==> config.mk <==
export PLATFORM = sky130hd
export DESIGN_NAME = irq_toggle_agg
export DESIGN_NICKNAME = d
export VERILOG_FILES = /design/src/rtl/irq_agg_pkg.sv /design/src/rtl/irq_addr_dec.sv /design/src/rtl/irq_status_reg.sv /design/src/rtl/irq_en_regs.sv /design/src/rtl/irq_out_gen.sv /design/src/rtl/irq_toggle_agg.sv
export SDC_FILE = /design/constraint.sdc
export NUM_CORES = 1
export LEC_CHECK = 0
export CORE_ASPECT_RATIO = 1.1
export CORE_MARGIN = 8
export CORE_UTILIZATION = 34
export CTS_BUF_LIST = sky130_fd_sc_hd__clkbuf_16
export DETAILED_ROUTE_END_ITERATION = 8
export GPL_ROUTABILITY_DRIVEN = 0
export MAX_ROUTING_LAYER = met4
export PLACE_DENSITY_LB_ADDON = 0.1
export SETUP_SLACK_MARGIN = 0.5
export SYNTH_ARGS = -nofsm -noshare
export SYNTH_HDL_FRONTEND = slang
export SYNTH_SLANG_ARGS = --single-unit
export TNS_END_PERCENT = 20
==> constraint.sdc <==
create_clock -name clk -period 2.8 [get_ports clk]
set_input_delay 0.56 -clock clk [delete_from_list [all_inputs] [get_ports clk]]
set_output_delay 0.56 -clock clk [all_outputs]
set_load 0.01 [all_outputs]
==> src/rtl/irq_agg_pkg.sv <==
package irq_agg_pkg;

   // Register selected by the address decoder
   typedef enum logic [2:0] {
      SEL_NONE = 3'd0,
      SEL_GIE  = 3'd1,
      SEL_STAT = 3'd2,
      SEL_IER  = 3'd3,
      SEL_SRST = 3'd4
   } reg_sel_e;

   localparam int unsigned DEF_DATA_W   = 32;
   localparam int unsigned DEF_ADDR_W   = 8;
   localparam int unsigned DEF_OFF_GIE  = 'h1C;
   localparam int unsigned DEF_OFF_STAT = 'h20;
   localparam int unsigned DEF_OFF_IER  = 'h28;
   localparam int unsigned DEF_OFF_SRST = 'h40;

endpackage

==> src/rtl/irq_addr_dec.sv <==
module irq_addr_dec
   import irq_agg_pkg::*;
#(
   parameter int unsigned ADDR_W   = DEF_ADDR_W,
   parameter int unsigned OFF_GIE  = DEF_OFF_GIE,
   parameter int unsigned OFF_STAT = DEF_OFF_STAT,
   parameter int unsigned OFF_IER  = DEF_OFF_IER,
   parameter int unsigned OFF_SRST = DEF_OFF_SRST
) (
   input  logic [ADDR_W-1:0] addr,
   output reg_sel_e          sel
);

   localparam logic [ADDR_W-1:0] A_GIE  = ADDR_W'(OFF_GIE);
   localparam logic [ADDR_W-1:0] A_STAT = ADDR_W'(OFF_STAT);
   localparam logic [ADDR_W-1:0] A_IER  = ADDR_W'(OFF_IER);
   localparam logic [ADDR_W-1:0] A_SRST = ADDR_W'(OFF_SRST);

   initial begin
      assert (OFF_GIE != OFF_STAT && OFF_GIE != OFF_IER && OFF_STAT != OFF_IER
              && OFF_SRST != OFF_GIE && OFF_SRST != OFF_STAT && OFF_SRST != OFF_IER)
         else $fatal(1, "register offsets must be distinct");
      assert (OFF_SRST < (1 << ADDR_W) && OFF_IER < (1 << ADDR_W))
         else $fatal(1, "offset does not fit ADDR_W");
   end

   always_comb begin
      unique case (addr)
         A_GIE:   sel = SEL_GIE;
         A_STAT:  sel = SEL_STAT;
         A_IER:   sel = SEL_IER;
         A_SRST:  sel = SEL_SRST;
         default: sel = SEL_NONE;
      endcase
   end

endmodule

==> src/rtl/irq_status_reg.sv <==
module irq_status_reg #(
   parameter int unsigned       DATA_W    = 32,
   parameter logic [DATA_W-1:0] IMPL_MASK = '1
) (
   input  logic              clk,
   input  logic              rst_n,
   input  logic              clr,
   input  logic              wr,
   input  logic [DATA_W-1:0] wdata,
   input  logic [DATA_W-1:0] set_vec,
   output logic [DATA_W-1:0] stat_q
);

   logic [DATA_W-1:0] tgl;
   assign tgl = wr ? wdata : '0;

   for (genvar i = 0; i < DATA_W; i++) begin : g_bit
      if (IMPL_MASK[i]) begin : g_flop
         always_ff @(posedge clk or negedge rst_n) begin
            if (!rst_n)   stat_q[i] <= 1'b0;
            else if (clr) stat_q[i] <= 1'b0;
            else          stat_q[i] <= (stat_q[i] ^ tgl[i]) | set_vec[i];
         end
      end else begin : g_tie
         assign stat_q[i] = 1'b0;
      end
   end


   toggle_xor_chk: assert property (@(posedge clk) disable iff (!rst_n)
      (wr && !clr && set_vec == '0) |=> stat_q == $past(stat_q ^ (wdata & IMPL_MASK)));


   sticky_hold_chk: assert property (@(posedge clk) disable iff (!rst_n)
      (!wr && !clr) |=> (stat_q & $past(stat_q)) == $past(stat_q));


   stat_clear_chk: assert property (@(posedge clk) disable iff (!rst_n)
      clr |=> stat_q == '0);

endmodule

==> src/rtl/irq_en_regs.sv <==
module irq_en_regs #(
   parameter int unsigned       DATA_W    = 32,
   parameter int unsigned       GIE_BIT   = 31,
   parameter logic [DATA_W-1:0] IMPL_MASK = '1
) (
   input  logic              clk,
   input  logic              rst_n,
   input  logic              clr,
   input  logic              wr_gie,
   input  logic              wr_ier,
   input  logic [DATA_W-1:0] wdata,
   output logic              gie_q,
   output logic [DATA_W-1:0] ier_q
);

   initial begin
      assert (GIE_BIT < DATA_W) else $fatal(1, "GIE_BIT outside data word");
   end

   always_ff @(posedge clk or negedge rst_n) begin
      if (!rst_n) begin
         gie_q <= 1'b0;
         ier_q <= '0;
      end else if (clr) begin
         gie_q <= 1'b0;
         ier_q <= '0;
      end else begin
         if (wr_gie) gie_q <= wdata[GIE_BIT];
         if (wr_ier) ier_q <= wdata & IMPL_MASK;
      end
   end


   en_clear_chk: assert property (@(posedge clk) disable iff (!rst_n)
      clr |=> (!gie_q && ier_q == '0));


   gie_load_chk: assert property (@(posedge clk) disable iff (!rst_n)
      (wr_gie && !clr) |=> gie_q == $past(wdata[GIE_BIT]));

endmodule

==> src/rtl/irq_out_gen.sv <==
module irq_out_gen #(
   parameter int unsigned DATA_W = 32
) (
   input  logic              clk,
   input  logic              rst_n,
   input  logic [DATA_W-1:0] stat,
   input  logic [DATA_W-1:0] ier,
   input  logic              gie,
   output logic              irq
);

   logic pend;
   assign pend = (|(stat & ier)) & gie;

   always_ff @(posedge clk or negedge rst_n) begin
      if (!rst_n) irq <= 1'b0;
      else        irq <= pend;
   end


   irq_follow_chk: assert property (@(posedge clk) disable iff (!rst_n)
      1'b1 |=> irq == $past((|(stat & ier)) && gie));


   irq_gate_chk: assert property (@(posedge clk) disable iff (!rst_n)
      !gie |=> !irq);

endmodule

==> src/rtl/irq_toggle_agg.sv <==
module irq_toggle_agg
   import irq_agg_pkg::*;
#(
   parameter int unsigned       DATA_W   = DEF_DATA_W,
   parameter int unsigned       ADDR_W   = DEF_ADDR_W,
   parameter int unsigned       OFF_GIE  = DEF_OFF_GIE,
   parameter int unsigned       OFF_STAT = DEF_OFF_STAT,
   parameter int unsigned       OFF_IER  = DEF_OFF_IER,
   parameter int unsigned       OFF_SRST = DEF_OFF_SRST,
   parameter logic [DATA_W-1:0] SRST_KEY = DATA_W'(32'h0000_000A),
   parameter int unsigned       GIE_BIT  = 31,
   parameter int unsigned       B_TXE    = 2,
   parameter int unsigned       B_TXU    = 3,
   parameter int unsigned       B_RXF    = 4,
   parameter int unsigned       B_RXO    = 5,
   parameter int unsigned       B_TXH    = 6,
   parameter int unsigned       B_RXNE   = 8
) (
   input  logic              clk,
   input  logic              rst_n,
   input  logic              reg_wr,
   input  logic [ADDR_W-1:0] reg_addr,
   input  logic [DATA_W-1:0] reg_wdata,
   output logic [DATA_W-1:0] reg_rdata,
   input  logic              ev_tx_empty,
   input  logic              ev_tx_underrun,
   input  logic              ev_rx_overrun,
   input  logic              ev_tx_half,
   input  logic              lvl_rx_not_empty,
   input  logic              lvl_rx_full,
   output logic              irq
);

   localparam logic [DATA_W-1:0] ONE       = DATA_W'(1);
   localparam logic [DATA_W-1:0] IMPL_MASK = (ONE << B_TXE) | (ONE << B_TXU) | (ONE << B_RXF)
                                           | (ONE << B_RXO) | (ONE << B_TXH) | (ONE << B_RXNE);

   initial begin
      assert (DATA_W >= 9 && DATA_W <= 64) else $fatal(1, "DATA_W out of range");
      assert (B_TXE < DATA_W && B_TXU < DATA_W && B_RXF < DATA_W && B_RXO < DATA_W
              && B_TXH < DATA_W && B_RXNE < DATA_W) else $fatal(1, "status bit outside word");
      assert ($countones(IMPL_MASK) == 6) else $fatal(1, "status bit positions collide");
   end

   reg_sel_e          sel;
   logic              srst_hit;
   logic [DATA_W-1:0] set_vec;
   logic [DATA_W-1:0] stat_q;
   logic [DATA_W-1:0] ier_q;
   logic              gie_q;

   irq_addr_dec #(
      .ADDR_W(ADDR_W), .OFF_GIE(OFF_GIE), .OFF_STAT(OFF_STAT),
      .OFF_IER(OFF_IER), .OFF_SRST(OFF_SRST)
   ) u_dec (
      .addr (reg_addr),
      .sel  (sel)
   );

   assign srst_hit = reg_wr && (sel == SEL_SRST) && (reg_wdata == SRST_KEY);

   always_comb begin
      set_vec         = '0;
      set_vec[B_TXE]  = ev_tx_empty;
      set_vec[B_TXU]  = ev_tx_underrun;
      set_vec[B_RXF]  = lvl_rx_full;
      set_vec[B_RXO]  = ev_rx_overrun;
      set_vec[B_TXH]  = ev_tx_half;
      set_vec[B_RXNE] = lvl_rx_not_empty;
   end

   irq_status_reg #(
      .DATA_W(DATA_W), .IMPL_MASK(IMPL_MASK)
   ) u_stat (
      .clk     (clk),
      .rst_n   (rst_n),
      .clr     (srst_hit),
      .wr      (reg_wr && sel == SEL_STAT),
      .wdata   (reg_wdata),
      .set_vec (set_vec),
      .stat_q  (stat_q)
   );

   irq_en_regs #(
      .DATA_W(DATA_W), .GIE_BIT(GIE_BIT), .IMPL_MASK(IMPL_MASK)
   ) u_en (
      .clk    (clk),
      .rst_n  (rst_n),
      .clr    (srst_hit),
      .wr_gie (reg_wr && sel == SEL_GIE),
      .wr_ier (reg_wr && sel == SEL_IER),
      .wdata  (reg_wdata),
      .gie_q  (gie_q),
      .ier_q  (ier_q)
   );

   irq_out_gen #(
      .DATA_W(DATA_W)
   ) u_out (
      .clk   (clk),
      .rst_n (rst_n),
      .stat  (stat_q),
      .ier   (ier_q),
      .gie   (gie_q),
      .irq   (irq)
   );

   always_comb begin
      reg_rdata = '0;
      unique case (sel)
         SEL_GIE:  reg_rdata[GIE_BIT] = gie_q;
         SEL_STAT: reg_rdata = stat_q;
         SEL_IER:  reg_rdata = ier_q;
         default:  reg_rdata = '0;
      endcase
   end


   rxne_reassert_chk: assert property (@(posedge clk) disable iff (!rst_n)
      (lvl_rx_not_empty && !srst_hit) |=> stat_q[B_RXNE]);


   rxfull_reassert_chk: assert property (@(posedge clk) disable iff (!rst_n)
      (lvl_rx_full && !srst_hit) |=> stat_q[B_RXF]);


   unmapped_read_chk: assert property (@(posedge clk) disable iff (!rst_n)
      (sel == SEL_NONE || sel == SEL_SRST) |-> reg_rdata == '0);

endmodule

# Word-level counts from Yosys, hierarchy flattened
# Index checks and enable logic that the tools add are counted.
[op_classes]
eq_ne = 9
muxes = 14
bitwise = 14
n_reduce_logical = 8
[op_table]
columns = ["operator", "count"]
rows = [
  ["$mux W32", 2],
  ["$pmux W31 S2", 1],
  ["$and A9 B32 Y32", 1],
  ["$eq A32 B4 Y1 const B", 1],
  ["$reduce_or A32 Y1", 1],
  ["$eq A8 B6 Y1 const B", 2],
  ["$pmux W3 S4", 1],
  ["$mux W9", 1],
  ["$eq A8 B5 Y1 const B", 1],
  ["$eq A8 B7 Y1 const B", 1],
  ["$mux W1", 8],
  ["$eq A3 B2 Y1 const B", 2],
  ["$or A1 B1 Y1", 6],
  ["$xor A1 B1 Y1", 6],
  ["$logic_and A1 B1 Y1", 5],
  ["$reduce_bool A2 Y1", 2],
  ["$eq A3 B1 Y1 const B", 1],
  ["$eq A3 B3 Y1 const B", 1],
  ["$pmux W1 S2", 1],
  ["$and A1 B1 Y1", 1],
]
[word_totals]
ff_bits = 40
inputBits = 49
output_inout_bits = 33
wordCells = 54

# Longest topological paths before layout
[depth]
word_depth = 8
ltp_mapped = 6
ltp_nobuf = 4

# Cells and area by module
# Synthesis repeated with hierarchy kept, for this count alone.
[hier_totals]
hier_cells = 192
hier_area_um2 = 1725.4
[modules_own_cells]
columns = ["mod", "instances", "cells_per_inst", "area_per_inst_um2", "seq_area_each_um2"]
rows = [
  ["irq_status_reg", 1, 52, 498.0, 150.1],
  ["irq_toggle_agg", 1, 61, 493.0, 0.0],
  ["irq_en_regs", 1, 49, 481.7, 175.2],
  ["irq_out_gen", 1, 22, 186.4, 25.0],
  ["irq_addr_dec", 1, 8, 66.3, 0.0],
]

# Worst setup path after synthesis
# OpenSTA, ideal clock, no wires.
[synth_path]
kind = "input to output"
from = "input port reg_addr[3]"
to = "output port reg_rdata[2]"
arrival_time_ns = 2.016
required_time_ns = 2.240
slack_ns = 0.224
cell_stages = 4
n_path_buf = 1
cell_sequence = "or4_1 > buf_2 > nor4_1 > a22o_1"
[synth_between]
elab_chain_len = 4
elab_cells_between_ends = 8
classes_between = "eq/ne (6); mux (2)"
[synth_rtl]
columns = ["element", "line", "text"]
rows = [
  ["from (decl)", "irq_toggle_agg.sv:22", "input logic [ADDR_W-1:0] reg_addr,"],
  ["$eq A8 B7 Y1, or another cell as far along", "irq_addr_dec.sv:28", "unique case (addr)"],
  ["$pmux W3 S4 *", "irq_addr_dec.sv:28", ""],
  ["$eq A3 B2 Y1", "irq_toggle_agg.sv:110", "unique case (sel)"],
  ["$pmux W31 S2 *", "irq_toggle_agg.sv:110", ""],
  ["to (decl)", "irq_toggle_agg.sv:24", "output logic [DATA_W-1:0] reg_rdata,"],
]
# Mark *: on every way between the ends. The rest lies on a longest branch, timed or not.

# Worst setup path after layout
[layout_path]
from = "input port reg_addr[1]"
to = "output port reg_rdata[3]"
# Same word-level chain as after synthesis.

==> results.json <==
{
  "outcome": "completed",
  "yosys-top-cells-area": "dfrtp_1 (32%), buf_4 (17%), nor4_1 (6.9%)",
  "synth_top_family_by_area": "buffers and inverters",
  "clock_path_buffers": 2,
  "post-route-drc-count": 0,
  "cts_tree": "yes",
  "p_clk_share_pct": 43.8,
  "drt_iter0_drc": 28,
  "placed_cells": 217,
  "netlist_instances": 122,
  "grt_max_degree": 15,
  "finalCriticalPeriod_ns": 2.463,
  "cp-startpoint": "reg_addr[1]",
  "core_mm2": 0.003048,
  "cts_root_buffer": "clkbuf_16",
  "hold_path_depth": 2,
  "hold_viol": 0,
  "routed_wl_um": 3630,
  "fin_cells": 225,
  "die_h_um": 75.41,
  "cap_violations": 0,
  "finalSetupTns_ns": 0,
  "required_ns": 2.24,
  "syn_avg_cell_area_um2": 8.943,
  "rsz0062_at_grt": "yes",
  "synth_mux_area_share_pct": 6.422,
  "yosys.area_share.adder_pct": 0,
  "synth_top_cell_area_share_pct": 32.11,
  "cts_buffers": 3,
  "synth.cell_area_mm2": 0.001091,
  "whs_ns": 0.5435,
  "r2r_slack_ns": 1.91,
  "ir_worst_vdd_uv": 315.5,
  "timing.rr.end": "u_out.irq$_DFF_PN0_",
  "antenna_cells": 0,
  "grt-ovfl-total": 0,
  "vias": 1073,
  "portBuffers": 56,
  "syn_to_final_growth_pct": 65.60,
  "holdCritPathClass": "reg2reg",
  "finalCritPeriodShare_pct": 87.98,
  "yosys.area_share.simple_pct": 22.25,
  "finalSetupViolations": 0,
  "hpwl_um": 3002,
  "synth_seq_cells": 14,
  "pwr-share-seq_pct": 34.6,
  "grt_pass1_vias": 1203,
  "first_pass_iters": 4,
  "power.internal_uw": 474.3,
  "power_density_mw_per_mm2": 339.1,
  "yosysSeqAreaShare_pct": 32.11,
  "fp.dieW_um": 70.01,
  "reg2reg_from": "u_stat.stat_q[3]$_DFF_PN0_",
  "p_switching_uw": 138.4,
  "clk_latency_ns": 0.24,
  "p_leak_uw": 0.0008831,
  "netlist.top_cell.by_area": "dfrtp_1",
  "vias_per_cell": 4.769,
  "start_util_pct": 35.80,
  "grtUsageTotal_pct": 14.17,
  "fill_cells": 287,
  "numClockSinks": 14,
  "start_kind": "input pin",
  "nNetsFinal": 241,
  "rows": 21,
  "cp_max_fo": 3,
  "fin_area_mm2": 0.001807,
  "synth_xor_area_share_pct": 4.817,
  "tightest_slew_ns": 0.6287,
  "worstHoldStart": "u_en.gie_q$_DFFE_PN0P_",
  "whs_endpoint": "u_out.irq$_DFF_PN0_",
  "die_area_mm2": 0.005279,
  "io_pins": 82,
  "antenna_found_initial": 0,
  "maxSlewViolCount": 0,
  "cts_max_level": 1,
  "finClkSkew_ns": 0.0006064,
  "max-slew-margin-rel_pct": 57.96,
  "wl_per_cell_um": 16.13,
  "arrival_ns": 1.90,
  "cp-end-kind": "primary output",
  "crit_type": "in2out",
  "synthDistinctLibCells": 27,
  "grt_pass1_wl_um": 5913,
  "max_freq_mhz": 405.9,
  "yosys_warnings": 0,
  "clk_pin_slew_worst_paths_ns": 0.05,
  "dpl_cell_area_mm2": 0.001675,
  "combPwrFrac_pct": 21.5,
  "reg2reg_depth": 2,
  "ant_nets": 0,
  "fin_util_pct": 59.28,
  "switching_share_pct": 22.59,
  "synth_compound_area_share_pct": 10.21,
  "drive_above_1_share_pct": 19.90
}
[synth_stat cells (all sizes together)]
cell type  count
or4            3
nand4          1
mux2i          7
nand2b         1
nand3          2
conb           1
nor2           7
nand4b         1
inv           13
a22o           6
nor4          12
nor4b          3
nor3           1
nor4bb         2
a31oi          1
dfrtp         14
buf           27
and3           1
clkbuf         2
or3b           1
xnor2          6
and2           1
a22oi          3
a21oi          6
[how the worst max path moves through the flow]
| stage | to | slack (ns) | cells after the start |
|---|---|---|---|
| 2_1_floorplan | u_en.ier_q[2]$_DFFE_PN0P_ | 0.52 | 6 |
| 3_3_place_gp | reg_rdata[6] | -0.34 | 6 |
| 3_5_place_dp | reg_rdata[2] | -0.40 | 6 |
| 4_1_cts | reg_rdata[3] | 0.21 | 7 |
| 5_1_grt | reg_rdata[3] | 0.30 | 7 |
| 6_report | reg_rdata[3] | 0.34 | 7 |
[state kept, by name, indices dropped and copies added (netlist names)]
register	count
u_en.ier_q	6
u_stat.stat_q	6
u_en.gie_q	1
u_out.irq	1
[stage by stage]
step	setup WS, ns	power [uW]
2_1_floorplan	0.5243	276.2
3_3_place_gp	-0.3394	337.5
3_5_place_dp	-0.3969	340.2
4_1_cts	0.2057	608.1
5_1_grt	0.3007	642.5
6_report	0.3365	612.7
[worst max-delay path, cell delays in order]
cell and delay [ns]:
buf_6 0.09, or4_4 0.55, nor4_4 0.14, buf_4 0.18
buf_6 0.11, a22o_1 0.14, buf_2 0.13
[cells in the final DEF, fill, tap and decap left out, drive strengths merged]
cell type / instances
nand3: 2
a22oi: 3
nand4: 1
or4: 3
nand2b: 1
buf: 23
clkbuf: 6
nor2: 7
dlymetal6s2s: 1
dfrtp: 14
a31oi: 1
clkdlybuf4s50: 41
nor4: 12
and3: 1
a21oi: 6
nor4b: 3
a22o: 6
clkinv: 1
nor3: 1
conb: 25
inv: 13
mux2i: 7
or3b: 1
nand4b: 1
nor4bb: 2
and2: 1
xnor2: 6
dlygate4sd2: 2
[per-layer routing]
metal	up-vias	global-route usage, %	part of all wire [%]
li1	520	-	-
met1	504	17.44	44
met2	49	23.86	50
met3	0	3.255	6.2
met4	0	2.009	0
met5	-	-	0
[power groups by stage]
stage	Sequential (uW)	Clock, uW	Combinational (uW)
6_report	212	269	132
5_1_grt	213	286	144
4_1_cts	212	269	126
3_5_place_dp	215	0	125
3_3_place_gp	215	0	122
2_1_floorplan	214	0	61.8
[cell families after synthesis]
kind of cell           count (synthesis)
multiplexers                           7
XOR/XNOR                               6
AO/OA/AOI/OAI                         16
buffers and inverters                 42
other                                  1
flip-flops                            14
AND/OR/NAND/NOR                       36
[cell type report]
| type | count | area, um2 | share of cell area [%] |
|---|---|---|---|
| inverter | 13 | 48.80 | 2.701 |
| sequential | 14 | 350.3 | 19.39 |
| clock buffer | 3 | 75.07 | 4.155 |
| tap | 34 | 42.54 | 2.355 |
| timing repair buffer | 70 | 653.1 | 36.15 |
| multi-input combinational | 90 | 633.1 | 35.04 |
| clock inverter | 1 | 3.754 | 0.2078 |
[what timing repair did]
| action | 4_1_cts | 5_1_grt |
|---|---|---|
| buffers inserted | 1 | 3 |
| hold buffers | 0 | 0 |
| endpoints found under the hold margin | 0 | 0 |
| gates resized for setup | 45 | 15 |
| pin swaps | 5 | 6 |
| endpoints found under the setup margin | 20 | 20 |
(Power assumes the default switching activity.)
